## src/rtl/scr_pkg.sv

```systemverilog
package scr_pkg;
  // strobes from control to datapath
  typedef struct packed {
    logic advance;   // accept the current word
    logic clear;     // synchronous clear of all state
  } scr_strobe_t;
endpackage

```

## src/rtl/scr_ctrl.sv

```systemverilog
module scr_ctrl
  import scr_pkg::*;
(
  input  logic        clk,
  input  logic        rst,
  input  logic        inValid,
  output scr_strobe_t strobe,
  output logic        outValid
);
  always_comb begin
    strobe.clear   = rst;
    strobe.advance = inValid & ~rst;
  end

  always_ff @(posedge clk) begin
    if (rst) outValid <= 1'b0;
    else     outValid <= inValid;
  end

  // valid out tracks valid in with one cycle of latency
  assert_valid_rise_R3: assert property (@(posedge clk) disable iff (rst)
    inValid |=> outValid);
  assert_valid_fall_R3: assert property (@(posedge clk) disable iff (rst)
    !inValid |=> !outValid);
endmodule

```

## src/rtl/scr_datapath.sv

```systemverilog
module scr_datapath
  import scr_pkg::*;
#(
  parameter int WIDTH    = 4,
  parameter int TAP_NEAR = 2,
  parameter int TAP_FAR  = 3
) (
  input  logic             clk,
  input  scr_strobe_t      strobe,
  input  logic [WIDTH-1:0] dataIn,
  output logic [WIDTH-1:0] scrOut
);
  localparam int HIST  = TAP_FAR;          // deepest tap sets history depth
  localparam int CHAIN = HIST + WIDTH;     // history followed by current word

  // histQ[j] holds the scrambled bit emitted HIST-j bit times before the word
  logic [HIST-1:0]  histQ;
  logic [CHAIN-1:0] chain;
  logic [WIDTH-1:0] scrNext;
  logic [HIST-1:0]  histNext;

  // unrolled recurrence: later bits reuse bits of the same word
  always_comb begin
    chain = '0;
    chain[HIST-1:0] = histQ;
    for (int i = 0; i < WIDTH; i++) begin
      chain[HIST+i] = dataIn[i] ^ chain[HIST+i-TAP_NEAR] ^ chain[HIST+i-TAP_FAR];
    end
  end

  assign scrNext  = chain[CHAIN-1 -: WIDTH];
  assign histNext = chain[CHAIN-1 -: HIST];

  always_ff @(posedge clk) begin
    if (strobe.clear) begin
      histQ  <= '0;
      scrOut <= '0;
    end else if (strobe.advance) begin
      histQ  <= histNext;
      scrOut <= scrNext;
    end
  end

  // idle cycles leave the history alone
  assert_hist_hold_R4: assert property (@(posedge clk) disable iff (strobe.clear)
    !strobe.advance |=> $stable(histQ));

  // idle cycles leave the output word alone
  assert_out_hold_R5: assert property (@(posedge clk) disable iff (strobe.clear)
    !strobe.advance |=> $stable(scrOut));

  // first bit of a word uses only the stored history
  assert_seam_R1: assert property (@(posedge clk) disable iff (strobe.clear)
    strobe.advance |=> scrOut[0] ==
      ($past(dataIn[0]) ^ $past(histQ[HIST-TAP_NEAR]) ^ $past(histQ[0])));

  // bits whose both taps fall inside the word
  for (genvar gi = TAP_FAR; gi < WIDTH; gi++) begin : gInWord
    assert_inword_R1: assert property (@(posedge clk) disable iff (strobe.clear)
      strobe.advance |=> scrOut[gi] ==
        ($past(dataIn[gi]) ^ scrOut[gi-TAP_NEAR] ^ scrOut[gi-TAP_FAR]));
  end
endmodule

```

## src/rtl/par_scrambler.sv

```systemverilog
module par_scrambler
  import scr_pkg::*;
#(
  parameter int WIDTH    = 4,
  parameter int TAP_NEAR = 2,
  parameter int TAP_FAR  = 3
) (
  input  logic             clk,
  input  logic             rst,
  input  logic             inValid,
  input  logic [WIDTH-1:0] inData,
  output logic             outValid,
  output logic [WIDTH-1:0] outData
);
  scr_strobe_t strobe;

  scr_ctrl uCtrl (
    .clk      (clk),
    .rst      (rst),
    .inValid  (inValid),
    .strobe   (strobe),
    .outValid (outValid)
  );

  scr_datapath #(
    .WIDTH    (WIDTH),
    .TAP_NEAR (TAP_NEAR),
    .TAP_FAR  (TAP_FAR)
  ) uData (
    .clk    (clk),
    .strobe (strobe),
    .dataIn (inData),
    .scrOut (outData)
  );
endmodule

```

## config.mk

```make
export PLATFORM = sky130hd
export DESIGN_NAME = par_scrambler
export DESIGN_NICKNAME = d
export VERILOG_FILES = /design/src/rtl/scr_pkg.sv /design/src/rtl/scr_ctrl.sv /design/src/rtl/scr_datapath.sv /design/src/rtl/par_scrambler.sv
export SDC_FILE = /design/constraint.sdc
export NUM_CORES = 1
export LEC_CHECK = 0
export ABC_AREA = 1
export CORE_AREA = 2 2 39 41
export CTS_CLUSTER_SIZE = 16
export DETAILED_ROUTE_END_ITERATION = 12
export DIE_AREA = 0 0 41 43
export DONT_BUFFER_PORTS = 1
export PLACE_DENSITY = 0.46
export REMOVE_ABC_BUFFERS = 1
export SLEW_MARGIN = 25
export SYNTH_ARGS = -nofsm -noshare
export SYNTH_HDL_FRONTEND = slang
export SYNTH_SLANG_ARGS = --single-unit
```

## constraint.sdc

```tcl
create_clock -name clk -period 3.3 [get_ports clk]
set_clock_uncertainty 0.2 [all_clocks]
set_input_delay 0.33 -clock clk [delete_from_list [all_inputs] [get_ports clk]]
set_output_delay 0.33 -clock clk [all_outputs]
set_load 0.005 [all_outputs]
```

# ---- After elaboration in Yosys (flattened, before gate mapping)
# Index checks and enable logic that the tools add are counted.
dict set report totals {
  register_bits 8
  input_bits 7
  output_inout_bits 5
  elab_cells 13
}
dict set report classes {
  n_bitwise 10
}
# operator count
set op_table {}
lappend op_table {{XOR 1 bit} 8}
lappend op_table {{bitwise AND 1 bit} 1}
lappend op_table {{inverter 1 bit} 1}

# ---- Logic depth before layout (Yosys ltp)
# Gate-level depths: netlist of run 1.
dict set report logic_depth {
  word_depth 4
  mapped_depth 10
  mapped_depth_nobuf 10
}

# ---- By module
# A second synthesis of run 1 with hierarchy kept.
dict set report hier_totals {
  cells_unflattened 61
  area_unflattened_um2 384.1
}
# mod instances cells_per_inst area_per_inst_um2 seq_area_each_um2
set modules_own_cells {}
lappend modules_own_cells {scr_datapath 1 56 345.3 80.1}
lappend modules_own_cells {scr_ctrl 1 5 38.8 20.0}

# ---- Least setup slack after synthesis of run 1
# No wires, ideal clock.
dict set report synth_timing {
  path_type {register to register}
  from {register uData.histQ[2]}
  to {register uData.histQ[2]}
  setup_ns 0.109
  t_arrival_ns 0.929
  t_required_ns 2.991
  path_slack_ns 2.062
  path_stages_with_launch 10
  n_path_buf 0
  period_less_slack_ns 1.238
  cell_sequence {dfxtp_1 -> inv_1 -> nand2_1 -> nand3_1 -> nand3_1 -> nand2_1 -> nand2_1 -> nand3_1 -> nand2_1 -> inv_1}
}
dict set report synth_via {
  elab_chain_len 4
}
# item line_no
set synth_rtl {}
lappend synth_rtl {{start, declared} scr_datapath.sv:17} ;# logic [HIST-1:0] histQ;
lappend synth_rtl {{start signal, assigned} scr_datapath.sv:39} ;# histQ <= histNext;
lappend synth_rtl {{XOR 1 bit (4 in a row)} scr_datapath.sv:27} ;# chain[HIST+i] = dataIn[i] ^ chain[HIST+i-TAP_NEAR] ^ chain[HIST+i-TAP_FAR];
# Every way passes these cells.
# A chain may end at the register's enable or synchronous reset.

# ---- Worst setup path in the final report of run 1
dict set report layout_timing {
  from {input rst}
  to {register uData.histQ[1]}
}
dict set report layout_via {
  elab_chain_len 2
}
# item line_no
set layout_rtl {}
lappend layout_rtl {{start, declared} par_scrambler.sv:9} ;# input logic rst,
lappend layout_rtl {{inverter 1 bit} scr_ctrl.sv:12} ;# strobe.advance = inValid & ~rst;
lappend layout_rtl {{bitwise AND 1 bit} scr_ctrl.sv:12}
# Several ways; a longest one is shown, not always the timed one.

==> metrics.md, run 1 <==
| Metric | Value |
|---|---|
| CP required | `3.29 ns` |
| Seq. cell area | `100 sq um` |
| Gp weighted congestion | `0.665` |
| Flops & latches, synth | `5` |
| Finished Cell Area | `~390 sq um` |
| FMAX | `around 650 MHz` |
| Actual slew at the worst max-slew pin | `0.267 ns` |
| Wirelength per Cell | `8.95 microns` |
| Final Hold Viols | `0` |
| GRT overflow | `0` |
| Vias per inst | `4.39` |
| R2r setup slk | `about 1.9 ns` |
| Placed cell count | `71` |
| Max IR drop VDD | `161 uV` |
| Layout cells sized above 1 | `15.0%` |
| HPWL after DPL | `538 microns` |
| Leakage | `approximately 0.21 nW` |
| Layout net count | `68` |
| Vias | `334` |
| Core area | `0.00138 sq mm` |
| Arrival time worst endpoint | `1.52 ns` |
| Number of clock sinks | `5` |
| Crit-path max FO | `4` |
| # IOs | `12` |
| P&R area growth vs syn | `9.61%` |
| Initial antenna violation count | `0` |
| Starting Density | `25.4%` |
| PnR Total Power | `0.172 mW` |
| Slew Viols, Final | `0` |
| Dpl cell area | `between 300 and 400 sq um` |
| Syn Area/Cell | `6.06 sq um` |
| RSZ-0062 raised after global routing | `no` |
| CP Capture Type | `flip-flop` |
| CP Launch Type | `primary input` |
| Post-synth cell types | `14` |
| CP Class | `primary input to flip-flop` |
| DRT iter0 DRCs | `9` |
| Tmin final | `about 1.5 ns` |
| Buffers on Ports | `0` |
| Mapped Area | `352 sq um` |
| CTS tree | `built` |
| Final WL | `680 microns` |
| Clock-pin transition on the worst setup and hold timing paths | `0.04 ns` |
| DRC violations left | `0` |
| First-pass GRT wire length | `1150 microns` |
| Diodes inserted | `0` |
| Fillers | `158` |
| Clock Path Buffers | `2` |
| Status | `complete, no violations` |
| Max H-tree Level | `1` |
| Total CTS buffers | `3` |
| Setup-failing EPs final | `0` |
| DRT antenna net count | `0` |
| Worst rel slew slack | `82.2%` |
| Seq/Total Area, Yosys | `approximately 28%` |
| Die height | `43 microns` |
| GRT Total Usage | `between 9 and 10%` |
| CTS Root Buffer Type | `clkbuf_4` |
| Largest net degree at the start of global routing | `7` |
| Power Density | `448 mW/mm^2` |
| TNS Setup | `0 ns` |
| # rows | `14` |
| Synthesized instance count | `58` |
| Clock Latency Late Sink | `~0.24 ns` |
| Worst hold slack | `approximately 0.032 ns` |
| Number of global-route vias before repair | `319` |
| Post-CTS Setup Inserts | `0` |
| Die area | `0.00176 sq mm` |
| Max-cap violations | `0` |
| Dpl ws | `approximately 1.9 ns` |
| Area of the multi-input gates | `184 sq um` |
| Period utilization | `46.5%` |
| TritonRoute pass-1 iters | `4` |
| Yosys warnings | `0` |
| HP Class | `primary input to flip-flop` |
| Die width | `41 microns` |
| Final Util | `between 20% and 30%` |
| Final Non-Filler Cells | `76` |
| Final Worst Setup Slack | `between 1.5 and 2 ns` |
## final timing paths
kind | from | end | depth (start not counted)
min reg2reg | uData.scrOut[0]$_SDFFE_PP0P_ | uData.scrOut[0]$_SDFFE_PP0P_ | 2
min | inValid | uCtrl.outValid$_SDFF_PP0_ | 2
max | rst | uData.histQ[1]$_SDFFE_PP0P_ | 8
max reg2reg | uData.histQ[2]$_SDFFE_PP0P_ | uData.histQ[2]$_SDFFE_PP0P_ | 9
## layout make-up
| type | count | area share [%] |
|---|---|---|
| multi-input combinational | 38 | 47.7 |
| sequential | 5 | 26.0 |
| timing repair buffer | 1 | 2.60 |
| tap | 16 | 5.19 |
| inverter | 12 | 11.7 |
| clock buffer | 4 | 6.82 |
## what timing repair did
item	4_1_cts	5_1_grt
resized for setup	0	0
hold buffers	1	0
hold endpoints to repair	1	0
## registers in the layout (all words and copies together) (netlist names)
name / count
uData.scrOut: 1
uData.histQ: 3
uCtrl.outValid: 1
## metal layers
| metal | vias to the layer above | global-route usage, % | share of wire [%] |
|---|---|---|---|
| met5 | - | 0 | 0 |
| met4 | 0 | 10.0 | 1.2 |
| met3 | 2 | 2.09 | 6.8 |
| met2 | 9 | 12.8 | 48 |
| met1 | 142 | 12.5 | 44 |
| li1 | 181 | - | - |
## worst max-delay path, stage by stage
cell and delay (ns):
dlygate4sd3_1 0.54, nor2_2 0.14, inv_1 0.10, nor2_2 0.16
nand2_1 0.07, nand3_1 0.08, nand2_1 0.05, inv_1 0.04
## logic make-up after synthesis
| group | Yosys count | synth area share, % |
|---|---|---|
| AND/OR/NAND/NOR | 34 | 44.8 |
| buffers and inverters | 15 | 19.2 |
| AO/OA/AOI/OAI | 3 | 4.98 |
| XOR/XNOR | 1 | 2.49 |
| flip-flops | 5 | 28.5 |
## synthesized netlist by cell type
library cell / number / area share [%]
o211ai_1: 1 / 2.1
nor2_1: 1 / 1.1
dfxtp_1: 5 / 28
nand3_1: 11 / 16
nand3b_1: 1 / 2.1
nand2_1: 16 / 17
o21ai_0: 1 / 1.4
inv_2: 1 / 1.1
inv_1: 11 / 12
xor2_1: 1 / 2.5
buf_4: 3 / 6.4
nand2_2: 3 / 5.3
nor2_2: 2 / 3.6
a21oi_1: 1 / 1.4
## cell usage in the layout (no fill, tap or decap), drive strengths merged
master	instances
nand2	19
dlygate4sd3	1
a21oi	1
nand3b	1
xor2	1
o21ai	1
inv	12
clkbuf	4
o211ai	1
nand3	11
nor2	3
dfxtp	5
## where the power goes
part	internal, mW	switching [mW]
clock	0.0456	0.0230
sequential	0.0652	0.00603
combinational	0.0134	0.0193
total	0.124	0.0483
No activity file was read; power rests on OpenSTA's default activity.
==> run 2: changes to the inputs <==
- PLACE_DENSITY: 0.46 -> 0.47
- clock period: 3.3 -> 1.25 ns (I/O delays scaled with it)
==> run 2 against run 1 <==
The run now ends with negative hold slack, negative setup slack left; die area stayed put; clock power grew to 2.7 times the previous value; register-to-register slack worse by 1.9 ns; final cell count is 14% higher; worst setup slack worse by 1.8 ns; non-clock buffer count is 11 higher; global-route usage is 0.18 points lower; routed wire length is 21% higher; final area is 32% higher; total power grew to 2.9 times the previous value; critical path depth stayed put; highest routed layer unchanged.
==> metrics.md, run 2 (synthesized netlist as in run 1, its figures left out) <==
| Metric | Value |
|---|---|
| CTS tree | `built` |
| Clock-pin transition on the worst setup and hold timing paths | `0.04 ns` |
| Hold path depth | `5` |
| Tmin final | `1.27 ns` |
| R2R depth | `8` |
| Clock Path Buffers | `2` |
| Crit-path max FO | `4` |
| CP Buf/Inv Count | `2` |
| DRT iter0 DRCs | `4` |
| Setup-failing EPs final | `2` |
| Wirelength per Cell | `around 9.4 microns` |
| RR Endpoint | `uData.histQ[1]$_SDFFE_PP0P_` |
| CP Capture Type | `flip-flop` |
| Max reg flops | `3` |
| Max IR drop VDD | `425 uV` |
| Final WL | `820 microns` |
| Layout net count | `79` |
| TNS Setup | `-0.0451 ns` |
| Diodes inserted | `0` |
| Top Family by Delay on Critical Path | `flip-flops` |
| Leakage | `0.275 nW` |
| Core area | `approximately 0.0014 sq mm` |
| Number of global-route vias before repair | `328` |
| # IOs | `12` |
| CP required | `1.23 ns` |
| Largest Register | `uData.histQ` |
| Number of clock sinks | `5` |
| Most used cell, CP | `nand2_1` |
| CTS Root Buffer Type | `clkbuf_4` |
| Largest net degree at the start of global routing | `5` |
| Worst setup startpoint | `uData.histQ[1]$_SDFFE_PP0P_` |
| HP Class | `primary input to flip-flop` |
| Most common cell after layout, fill and taps aside | `nand2_1` |
| Vias | `382` |
| Hold Path Sink | `uData.histQ[1]$_SDFFE_PP0P_` |
| FMAX | `784 MHz` |
| Buffers on Ports | `0` |
| DRC violations left | `0` |
| Vias per inst | `4.39` |
| Post-CTS Setup Inserts | `0` |
| TritonRoute pass-1 iters | `4` |
| CP Launch Type | `flip-flop` |
| R2r setup slk | `-0.02 ns` |
| PnR Total Power | `0.508 mW` |
| Max H-tree Level | `1` |
| Dpl ws | `-0.0480 ns` |
| HPWL after DPL | `634 microns` |
| Status | `finished with violations` |
| Finished Cell Area | `~510 sq um` |
| RSZ-0062 raised after global routing | `yes` |
| Max incr delay on CP | `approximately 0.36 ns` |
| P&R area growth vs syn | `44.5%` |
| CP Class | `flip-flop to flip-flop` |
| Critical R2R Launch | `uData.histQ[1]$_SDFFE_PP0P_` |
| DRT antenna net count | `0` |
| Layout cells sized above 1 | `35.2%` |
| Failing checks | `negative hold slack, negative setup slack` |
| Most frequent cells in the layout | `15 x nand2_1, 10 x inv_1, 8 x nand3_1, 7 x buf_4, 4 x nand2_2` |
| Largest registers | `uData.histQ: 3 flops, uCtrl.outValid: 1 flops, uData.scrOut: 1 flops` |
| First-pass GRT wire length | `1170 microns` |
| Power Density | `roughly 1000 mW/mm^2` |
| Worst rel slew slack | `87.4%` |
| Die area | `0.00176 sq mm` |
| Die height | `between 40 and 50 microns` |
| Worst hold slack | `-0.00953 ns` |
| # rows | `14` |
| Initial antenna violation count | `0` |
| Max-cap violations | `0` |
| Hold Startpoint | `inData[2]` |
| Clock Latency Late Sink | `0.24 ns` |
| Cell Chain, Critical Path | `inv_4 > nand2_2 > nand3b_1 > a21oi_1 > nand2_1 > nand3_1 > nand2_1 > inv_1` |
| Gp weighted congestion | `0.803` |
| Die width | `41 microns` |
| GRT Total Usage | `9.75%` |
| Final Hold Viols | `1` |
| Arrival time worst endpoint | `1.25 ns` |
| Final Worst Setup Slack | `-0.0249 ns` |
| Total CTS buffers | `3` |
| Period utilization | `102%` |
| Slew Viols, Final | `0` |
| Starting Density | `25.4%` |
| Dpl cell area | `424 sq um` |
| Actual slew at the worst max-slew pin | `0.188 ns` |
| GRT overflow | `0` |
| Slowest cell on the critical path | `dfxtp_4` |
==> run 2: cell types whose count changed in the layout (fill, tap and decap cells not counted), moves of 2 or more <==
cell           before  now
buf_4               0    7
buf_6               0    2
dfxtp_1             5    3
dfxtp_4             0    2
dlygate4sd3_1       1    3
nand3_1            11    8
nand3_2             0    3
==> run 2: area by class of cell <==
cell class | instances | area [sq um]
Clock buffer | 4 | 26.3
Timing Repair Buffer | 12 | 105
Sequential cell | 5 | 108
Multi-Input combinational cell | 38 | 201
Inverter | 12 | 47.5
Tap cell | 16 | 20.0
Fill cell | 167 | 876
==> run 2: repair_timing <==
action / in CTS / in global routing
hold endpoints to repair: 5 / 5
setup endpoints to repair: 5 / 4
resized for setup: 5 / 7
gates cloned: 0 / 0
pin swaps: 0 / 5
==> run 2: metrics by stage <==
| stage | util, % | cells |
|---|---|---|
| 6_report | 36.7 | 87 |
| 2_1_floorplan | - | 55 |
| 3_5_place_dp | 30.7 | 81 |
| 5_1_grt | 36.7 | 87 |
| 3_3_place_gp | 30.7 | 81 |
| 4_1_cts | 33.1 | 84 |
==> run 2: per-layer routing <==
layer / global-route usage [%] / share of wire, % / up-vias / routed length, microns
met5: 0 / 0 / - / 0
met4: 6.00 / 2.0 / 0 / 16
met3: 2.09 / 5.2 / 2 / 43
met2: 15.3 / 50 / 9 / 407
met1: 11.3 / 43 / 169 / 353
li1: - / - / 202 / -
==> run 2: how the worst max path moves through the flow <==
stage / end / slack, ns / cells after the start
2_1_floorplan: uData.histQ[2]$_SDFFE_PP0P_ / -0.009 / 9
6_report: uData.histQ[1]$_SDFFE_PP0P_ / -0.02 / 8
3_3_place_gp: uData.histQ[2]$_SDFFE_PP0P_ / -0.07 / 9
4_1_cts: uData.histQ[1]$_SDFFE_PP0P_ / -0.01 / 8
3_5_place_dp: uData.histQ[2]$_SDFFE_PP0P_ / -0.05 / 9
5_1_grt: uData.histQ[2]$_SDFFE_PP0P_ / -0.12 / 9
==> run 2: worst register-to-register path: cells and delay by family (launching register included) <==
family / cells / cell delay, ns
AOI/OAI and AO/OA: 1 / 0.21
buffers and inverters: 2 / 0.08
DFF: 1 / 0.36
and+or+nand+nor: 5 / 0.36
==> run 2: power by group <==
| part | switching (mW) | total, mW | internal [mW] |
|---|---|---|---|
| sequential | 0.0118 | 0.183 | 0.172 |
| combinational | 0.0698 | 0.141 | 0.0712 |
| clock | 0.0633 | 0.184 | 0.120 |
==> run 3: changes to the inputs <==
--- a/config.mk
+++ b/config.mk
@@ -13,2 +13,3 @@
 export DONT_BUFFER_PORTS = 1
+export GPL_TIMING_DRIVEN = 0
 export PLACE_DENSITY = 0.47
==> constraint.sdc (replaced) <==
create_clock -name clk -period 1.25 [get_ports clk]
set_clock_uncertainty 0.2 [all_clocks]
set_input_delay 0.0625 -clock clk [delete_from_list [all_inputs] [get_ports clk]]
set_output_delay 0.0625 -clock clk [all_outputs]
set_load 0.1 [all_outputs]
==> run 3 against run 2 <==
The flow still finishes with violations (negative hold slack, negative setup slack); utilization down 3.3 points; combinational power down 20%; register-to-register slack got worse by 0.23 ns; sequential power is 50% higher; via count is 10% lower; clock power barely moved; hold slack got worse by 0.29 ns; final area is 8.9% lower; first-iteration DRC count is 25% lower; critical endpoint is now uData.histQ[2]$_SDFFE_PP0P_.
==> metrics.md, run 3 (synthesized netlist as in run 1, its figures left out) <==
| Metric | Value |
|---|---|
| Status | `finished with violations` |
| HP Class | `primary input to flip-flop` |
| P&R area growth vs syn | `31.7%` |
| GRT Total Usage | `10.5%` |
| Crit path to | `uData.histQ[2]$_SDFFE_PP0P_` |
| Final Worst Setup Slack | `-0.259 ns` |
| Period utilization | `121%` |
| Cell Chain, Critical Path | `inv_4 > nand2_4 > nand3b_1 > a21oi_2 > nand2_1 > nand3_1 > nand2_1 > inv_1` |
| RSZ-0062 raised after global routing | `yes` |
| Diodes inserted | `0` |
| Die height | `around 43 microns` |
| Final WL | `779 microns` |
| CP required | `1.23 ns` |
| Most frequent cells in the layout | `12 x nand2_1, 10 x inv_1, 8 x nand3_1, 5 x nand2_2` |
| Failing checks | `negative hold slack, negative setup slack` |
| Worst hold slack | `-0.302 ns` |
| HPWL after DPL | `571 microns` |
| Number of global-route vias before repair | `332` |
| Clock Latency Late Sink | `0.24 ns` |
| Die width | `41 microns` |
| Initial antenna violation count | `0` |
| TNS Setup | `-0.907 ns` |
| Vias | `343` |
| Layout cells sized above 1 | `40.3%` |
| Largest Register | `uData.histQ` |
| Max IR drop VDD | `694 uV` |
| Critical R2R Launch | `uData.histQ[1]$_SDFFE_PP0P_` |
| Clock-pin transition on the worst setup and hold timing paths | `~0.050 ns` |
| Worst rel slew slack | `65.4%` |
| PnR Total Power | `0.574 mW` |
| Setup-failing EPs final | `4` |
| # IOs | `12` |
| Number of clock sinks | `5` |
| Starting Density | `25.4%` |
| Vias per inst | `4.40` |
| Power Density | `1240 mW/mm^2` |
| Max H-tree Level | `1` |
| CTS tree | `built` |
| CTS Root Buffer Type | `clkbuf_4` |
| Cell count along the critical path | `8` |
| CP Launch Type | `flip-flop` |
| Max reg flops | `3` |
| FMAX | `between 600 and 700 MHz` |
| DRC violations left | `0` |
| Wirelength per Cell | `~10 microns` |
| Worst setup startpoint | `uData.histQ[1]$_SDFFE_PP0P_` |
| Final Util | `33.5%` |
| Final Hold Viols | `5` |
| CP Buf/Inv Count | `2` |
| DRT antenna net count | `0` |
| Buffers on Ports | `0` |
| Slew Viols, Final | `0` |
| Arrival time worst endpoint | `1.49 ns` |
| Largest registers | `uData.histQ: 3 flops, uCtrl.outValid: 1 flops, uData.scrOut: 1 flops` |
| Clock Path Buffers | `2` |
| Max incr delay on CP | `0.58 ns` |
| Gp weighted congestion | `0.704` |
| RR Endpoint | `uData.histQ[2]$_SDFFE_PP0P_` |
| Die area | `about 0.0018 sq mm` |
| Crit-path max FO | `6` |
| Tmin final | `1.51 ns` |
| # rows | `14` |
| Largest net degree at the start of global routing | `7` |
| CTS Hold Bufs | `1` |
| CP Capture Type | `flip-flop` |
| R2r setup slk | `-0.26 ns` |
| Total CTS buffers | `3` |
| R2R depth | `8` |
| Max-cap violations | `0` |
| Actual slew at the worst max-slew pin | `between 0.5 and 0.6 ns` |
| Most common cell after layout, fill and taps aside | `nand2_1` |
| First-pass GRT wire length | `roughly 1200 microns` |
| TritonRoute pass-1 iters | `4` |
| Core area | `0.00138 sq mm` |
| Top Family by Delay on Critical Path | `flip-flops` |
| Slowest cell on the critical path | `dfxtp_4` |
| Dpl ws | `-0.689 ns` |
| Leakage | `0.242 nW` |
| GRT overflow | `0` |
| Layout net count | `70` |
| Most used cell, CP | `nand2_1` |
| DRT iter0 DRCs | `3` |
| CP Class | `flip-flop to flip-flop` |
-- run 3: changes by cell type in the layout (fill, tap and decap cells not counted), moves of 2 or more --
| cell | previous run | this run |
|---|---|---|
| buf_4 | 7 | 2 |
| dfxtp_2 | 0 | 2 |
| nand2_4 | 0 | 2 |
| dfxtp_1 | 3 | 0 |
| buf_6 | 2 | 0 |
| dlygate4sd3_1 | 3 | 1 |
| nand2_1 | 15 | 12 |
-- run 3: how the worst min path moves through the flow --
stage / slack, ns / endpoint / depth (start not counted) / start
3_5_place_dp: -0.05 / uCtrl.outValid$_SDFF_PP0_ / 1 / rst
6_report: -0.30 / uCtrl.outValid$_SDFF_PP0_ / 1 / rst
4_1_cts: -0.31 / uCtrl.outValid$_SDFF_PP0_ / 1 / rst
5_1_grt: -0.31 / uCtrl.outValid$_SDFF_PP0_ / 1 / rst
2_1_floorplan: -0.06 / uCtrl.outValid$_SDFF_PP0_ / 1 / rst
3_3_place_gp: -0.05 / uCtrl.outValid$_SDFF_PP0_ / 1 / rst
-- run 3: stage by stage --
step,std cells,area (sq um)
final,78,463
after global routing,78,463
after detailed placement,71,352
after floorplan,55,329
after global placement,71,349
after CTS,78,424
-- run 3: area by class of cell --
cell class	count	area (sq um)
fill	161	921
tap	16	20.0
clock buffer	4	26.3
multi-input combinational	38	228
sequential	5	114
inverter	12	50.0
timing repair buffer	3	25.0
-- run 3: timing repair --
item	in CTS	in global routing
buffers inserted	2	0
gates resized for setup	10	10
setup endpoints to repair	7	4
hold endpoints to repair	5	5
pin swaps	7	6
gates cloned	0	0
-- run 3: power by group --
group          switching, mW  internal (mW)
clock network         0.0649          0.121
registers              0.103          0.172
logic                 0.0647         0.0483
-- run 3: per-layer routing --
metal	GRT usage, %	part of all wire [%]
met1	14.6	46
met2	13.8	47
met3	1.57	6.9
met4	8.00	0.64
met5	0	0
